File: config.mk
export PLATFORM = sky130hd
export DESIGN_NAME = zblk_skip_ctrl
export DESIGN_NICKNAME = d
export VERILOG_FILES = /design/src/rtl/zblk_pkg.sv /design/src/rtl/zblk_dp.sv /design/src/rtl/zblk_ctrl.sv /design/src/rtl/zblk_skip_ctrl.sv
export SDC_FILE = /design/constraint.sdc
export NUM_CORES = 1
export LEC_CHECK = 0
export BUFFER_PORTS_ARGS = -buffer_cell sky130_fd_sc_hd__buf_2
export CAP_MARGIN = 10
export CORE_UTILIZATION = 45
export DETAILED_ROUTE_END_ITERATION = 16
export PLACE_DENSITY_LB_ADDON = 0.25
export SYNTH_ARGS = -nofsm -noshare
export SYNTH_HDL_FRONTEND = slang
export SYNTH_SLANG_ARGS = --single-unit
File: constraint.sdc
create_clock -name clk -period 2.9 [get_ports clk]
set_input_delay 0.145 -clock clk [delete_from_list [all_inputs] [get_ports clk]]
set_output_delay 0.145 -clock clk [all_outputs]
set_load 0.005 [all_outputs]
File: src/rtl/zblk_pkg.sv
package zblk_pkg;
  typedef enum logic [2:0] {
    ST_IDLE,
    ST_DECIDE,
    ST_RUN,
    ST_ZERO,
    ST_NEXT
  } state_t;

  typedef struct packed {
    logic load;    // capture macroblock flags, clear block index
    logic incIdx;  // advance to the next block
    logic clrCnt;  // clear zero-sample counter
    logic incCnt;  // count one zero sample
  } strobe_t;
endpackage

File: src/rtl/zblk_dp.sv
module zblk_dp
  import zblk_pkg::*;
#(
  parameter int NUM_BLOCKS = 6,
  parameter int SAMPLES    = 64,
  localparam int IDXW = $clog2(NUM_BLOCKS),
  localparam int CNTW = $clog2(SAMPLES)
) (
  input  logic                  clk,
  input  logic                  rstN,
  input  strobe_t               strobe,
  input  logic                  codIn,
  input  logic [NUM_BLOCKS-1:0] cbpIn,
  input  logic [NUM_BLOCKS-1:0] dcNzIn,
  input  logic                  isInter,
  output logic [IDXW-1:0]       blkIdx,
  output logic                  skipNow,
  output logic                  lastBlk,
  output logic                  lastSample
);
  logic                  codQ;
  logic                  interQ;
  logic [NUM_BLOCKS-1:0] cbpQ;
  logic [NUM_BLOCKS-1:0] dcQ;
  logic [CNTW-1:0]       zeroCnt;
  logic [NUM_BLOCKS-1:0] blkSkip;
  logic [2**IDXW-1:0]    blkSkipPad;

  always_ff @(posedge clk) begin
    if (!rstN) begin
      codQ   <= 1'b0;
      interQ <= 1'b0;
      cbpQ   <= '0;
      dcQ    <= '0;
    end else if (strobe.load) begin
      codQ   <= codIn;
      interQ <= isInter;
      cbpQ   <= cbpIn;
      dcQ    <= dcNzIn;
    end
  end

  always_ff @(posedge clk) begin
    if (!rstN) begin
      blkIdx <= '0;
    end else if (strobe.load) begin
      blkIdx <= '0;
    end else if (strobe.incIdx) begin
      blkIdx <= blkIdx + IDXW'(1);
    end
  end

  always_ff @(posedge clk) begin
    if (!rstN) begin
      zeroCnt <= '0;
    end else if (strobe.clrCnt) begin
      zeroCnt <= '0;
    end else if (strobe.incCnt) begin
      zeroCnt <= zeroCnt + CNTW'(1);
    end
  end

  // Per-block all-zero decision from bitstream flags only
  for (genvar g = 0; g < NUM_BLOCKS; g++) begin : g_skip
    assign blkSkip[g] = codQ | (interQ & ~cbpQ[g] & ~dcQ[g]);
  end

  assign blkSkipPad = (2**IDXW)'(blkSkip);
  assign skipNow    = blkSkipPad[blkIdx];
  assign lastBlk    = (blkIdx == IDXW'(NUM_BLOCKS - 1));
  assign lastSample = (zeroCnt == CNTW'(SAMPLES - 1));
endmodule

File: src/rtl/zblk_ctrl.sv
module zblk_ctrl
  import zblk_pkg::*;
(
  input  logic    clk,
  input  logic    rstN,
  input  logic    mbStart,
  input  logic    idctDone,
  input  logic    skipNow,
  input  logic    lastBlk,
  input  logic    lastSample,
  output strobe_t strobe,
  output logic    mbReady,
  output logic    idctClkEn,
  output logic    idctStart,
  output logic    bypass,
  output logic    mbDone
);
  state_t state;
  state_t stateNxt;

  always_ff @(posedge clk) begin
    if (!rstN) state <= ST_IDLE;
    else       state <= stateNxt;
  end

  always_comb begin
    stateNxt = state;
    unique case (state)
      ST_IDLE:   if (mbStart) stateNxt = ST_DECIDE;
      ST_DECIDE: stateNxt = skipNow ? ST_ZERO : ST_RUN;
      ST_RUN:    if (idctDone) stateNxt = ST_NEXT;
      ST_ZERO:   if (lastSample) stateNxt = ST_NEXT;
      ST_NEXT:   stateNxt = lastBlk ? ST_IDLE : ST_DECIDE;
      default:   stateNxt = ST_IDLE;
    endcase
  end

  always_comb begin
    strobe        = '0;
    strobe.load   = (state == ST_IDLE) && mbStart;
    strobe.incIdx = (state == ST_NEXT) && !lastBlk;
    strobe.clrCnt = (state == ST_DECIDE);
    strobe.incCnt = (state == ST_ZERO);
  end

  // Enable drops in the decide cycle of a skipped block, ahead of bypass
  assign idctClkEn = ((state == ST_DECIDE) && !skipNow) || (state == ST_RUN);
  assign idctStart = (state == ST_DECIDE) && !skipNow;
  assign bypass    = (state == ST_ZERO);
  assign mbReady   = (state == ST_IDLE);
  assign mbDone    = (state == ST_NEXT) && lastBlk;
endmodule

File: src/rtl/zblk_skip_ctrl.sv
module zblk_skip_ctrl
  import zblk_pkg::*;
#(
  parameter int NUM_BLOCKS = 6,
  parameter int SAMPLES    = 64,
  localparam int IDXW = $clog2(NUM_BLOCKS)
) (
  input  logic                  clk,
  input  logic                  rstN,
  input  logic                  mbStart,
  input  logic                  codIn,
  input  logic [NUM_BLOCKS-1:0] cbpIn,
  input  logic [NUM_BLOCKS-1:0] dcNzIn,
  input  logic                  isInter,
  input  logic                  idctDone,
  output logic                  mbReady,
  output logic                  idctClkEn,
  output logic                  idctStart,
  output logic                  bypass,
  output logic [IDXW-1:0]       blkIdx,
  output logic                  mbDone
);
  strobe_t strobe;
  logic    skipNow;
  logic    lastBlk;
  logic    lastSample;

  zblk_ctrl ctrl_i (
    .clk        (clk),
    .rstN       (rstN),
    .mbStart    (mbStart),
    .idctDone   (idctDone),
    .skipNow    (skipNow),
    .lastBlk    (lastBlk),
    .lastSample (lastSample),
    .strobe     (strobe),
    .mbReady    (mbReady),
    .idctClkEn  (idctClkEn),
    .idctStart  (idctStart),
    .bypass     (bypass),
    .mbDone     (mbDone)
  );

  zblk_dp #(
    .NUM_BLOCKS (NUM_BLOCKS),
    .SAMPLES    (SAMPLES)
  ) dp_i (
    .clk        (clk),
    .rstN       (rstN),
    .strobe     (strobe),
    .codIn      (codIn),
    .cbpIn      (cbpIn),
    .dcNzIn     (dcNzIn),
    .isInter    (isInter),
    .blkIdx     (blkIdx),
    .skipNow    (skipNow),
    .lastBlk    (lastBlk),
    .lastSample (lastSample)
  );
endmodule

==> results by group <==
Power
  – NetSw: 0.0002146 W
  – Post-route total power: 0.0007426 W
  – PD cells: 517.4 nW/um^2
  – Worst VDD drop: 0.2725 mV
  – Leak: 0.5903 nW
  – Clk pwr share: 24.5%
  – Seq pwr share: 55.8%
  – Comb power frac: 19.7%
  – Internal power: 0.0005280 W
  – Sw Share: 28.90%

Logic synthesis
  – Synthesized cell area: 1289 sq um
  – Mapped Cells: 148
  – Compound-Gate Fraction of Synth Area: 17.67%
  – Number of synthesized flops with an enable pin: 0
  – Syn nets: 169
  – FFs w/ async S/R, synth: 0%
  – Sequential area share after synthesis: 40.39%
  – Post-Synth XOR/XNOR Area: 4.078%
  – Syn Area/Cell: 8.708 sq um
  – Distinct cell type count after synthesis: 45
  – Mux cell area share after synthesis: 1.650%
  – Synth Area in Adders: 2.913%
  – Main combinational cell family by area after synthesis: simple AND/OR/NAND/NOR gates
  – YS warnings: 0
  – Yosys reg bits: 26
  – Simple-gate share of the synthesized area: 28.06%
  – Synth Flop Type: dfxtp_1

STA
  – Slew @ Worst Pin: 0.5101 ns
  – Final worst setup slack: 0.9414 ns
  – Final number of setup-violating endpoints: 0
  – Worst rel slew slack: 65.91%
  – Slew Viols, Final: 0
  – Final worst-path cycle share: 67.54%
  – Worst clock skew: 0.006074 ns
  – RSZ-0062 raised after global routing: false
  – Maximum clock rate: 510.6 MHz
  – Final setup TNS: 0 ns
  – Final Hold Violating Endpoints: 0
  – Post-route minimum period: 1.959 ns

Finish
  – # diodes: 0
  – Finished Cell Area: 1435 sq um
  – Fillers: 264
  – Final Non-Filler Cells: 200
  – Most frequent cells in the layout: nand2_1, dfxtp_1, buf_2
  – Area grow syn2layout: 11.36%
  – Most common cell after layout, fill and taps aside: nand2_1
  – Ratio of cells with drive above 1 in the final layout: 24.26%
  – # nets final: 191

Flow run
  – MaxCap Viol Count: 0

Global routing
  – Largest net degree at the start of global routing: 20
  – Gr usage total: 16.63%
  – Initial antenna violation count: 0
  – Vias in the first global route: 976
  – First-pass GRT wire length: 4188 um
  – GRT overflow: 0

Run status
  – Status: complete, no violations

Placement
  – Placed Area: 1399 sq um
  – Placed Instances: 196
  – IO Port Bufs: 25
  – Final GP Congestion: 0.7205
  – DP HPWL: 1804 um
  – Setup WS pre-CTS: 1.270 ns

Die
  – Ports: 26
  – Die Y-Extent: 55.52 um
  – Die area: 3082 sq um
  – Die Width: 55.52 um
  – Core area: 2734 sq um
  – Placement Rows: 19
  – Initial Utilization: 47.14%

Routing
  – Initial DRC count: 38
  – WL/cell: 12.65 um
  – WL final: 2530 um
  – Vias per cell: 5.365
  – DRC errors left: 0
  – Detailed Routing Iterations Pass 1: 4
  – Vias: 1073
  – Antenna Nets Post-Route: 0

Worst setup path
  – Crit path DAT: 1.81 ns
  – Data required time of the worst path: 2.76 ns
  – Critical path class: flip-flop to output port
  – Crit path launch type: flip-flop
  – CP Capture Type: output port
  – CP Max Fanout: 6

Clock network
  – Htree depth: 1
  – Worst skew pair latency: 0.31 ns
  – CTS tree: done
  – Clk root buf: clkbuf_4
  – Clk buf depth: 2
  – # clock sinks: 26
  – Num CTS Buffers: 3
  – Worst-path clk slew: 0.14 ns
  – Hold buffer count at cts: 0
  – Resize count post-CTS: 0
  – Setup bufs post-CTS: 0

Hold path
  – Worst min-delay path category: input port to flip-flop
-- synth_stat cells, drive strengths merged, types with 2 or more instances --
cell type,count,area [sq um]
nand2,35,131.4
dfxtp,26,520.5
a21boi,15,112.6
nor2,11,43.80
buf,5,42.53
nor3,5,36.29
and3,4,25.02
xor2,4,35.03
clkbuf,3,11.26
ha,3,37.54
inv,3,13.77
a21oi,2,13.76
nand4,2,12.51
nor3b,2,15.01
nor4b,2,17.52
o21ai,2,10.01
or3,2,17.52
xnor2,2,17.52
-- metal layers --
layer  wire length, um  up-vias  share of wire, %  GRT usage, %
met5                 0        -                 0             0
met4                17        0              0.67         5.357
met3               108        2               4.3         2.342
met2              1131       32                45         25.99
met1              1273      487                50         23.63
li1                  -      552                 -             -
-- sequential cells by signal (all words and copies together), names as in the netlist --
name,flops
ctrl_i.state,3
dp_i.cbpQ,6
dp_i.blkIdx,3
dp_i.interQ,1
dp_i.dcQ,6
dp_i.zeroCnt,6
dp_i.codQ,1
-- cell families after synthesis --
logic type / after synthesis
and+or+nand+nor: 71
adders and majority gates: 3
muxes: 2
buffers and inverters: 11
AOI/OAI and AO/OA: 29
xor gates and xnor gates: 6
DFF: 26
-- power groups by stage --
stage	sequential, W	combinational [W]	clock [W]
floorplan	0.000403	0.000130	0
global placement	0.000421	0.000142	0
detailed placement	0.000422	0.000148	0
CTS	0.000415	0.000149	0.000187
global route	0.000418	0.000166	0.000198
finish	0.000414	0.000146	0.000182
-- through the flow --
| stage | hold WS [ns] | util (%) |
|---|---|---|
| finish | 0.05601 | 52.49 |
| global route | 0.05597 | 52.49 |
| CTS | 0.04867 | 52.49 |
| detailed placement | 0.4036 | 51.17 |
| global placement | 0.3941 | 51.17 |
| floorplan | 0.2899 | - |
-- critical path, cell delays in order (launching register included) --
cell	delay (ns)
dfxtp_1	0.38
or3_1	0.41
o32ai_2	0.32
nor3_1	0.11
o2bb2ai_1	0.15
buf_2	0.12
-- path summary, 6_finish.rpt --
check	startpoint	endpoint	slack [ns]	depth (start not counted)
worst max-delay path	dp_i.blkIdx[1]	idctClkEn	0.94	5
worst min register to register	dp_i.cbpQ[5]	dp_i.cbpQ[5]	0.48	2
worst max register to register	ctrl_i.state[0]	dp_i.blkIdx[1]	1.29	4
worst min-delay path	cbpIn[5]	dp_i.cbpQ[5]	0.06	3
-- cell type report --
| type | instances | area, sq um | area share [%] |
|---|---|---|---|
| Inverter | 3 | 13.76 | 0.9590 |
| Sequential cell | 26 | 520.5 | 36.27 |
| Tap cell | 31 | 38.79 | 2.703 |
| Clock buffer | 4 | 36.28 | 2.528 |
| Timing Repair Buffer | 25 | 125.1 | 8.718 |
| Multi-Input combinational cell | 111 | 700.7 | 48.82 |
Power figures use the tool's default switching activity.
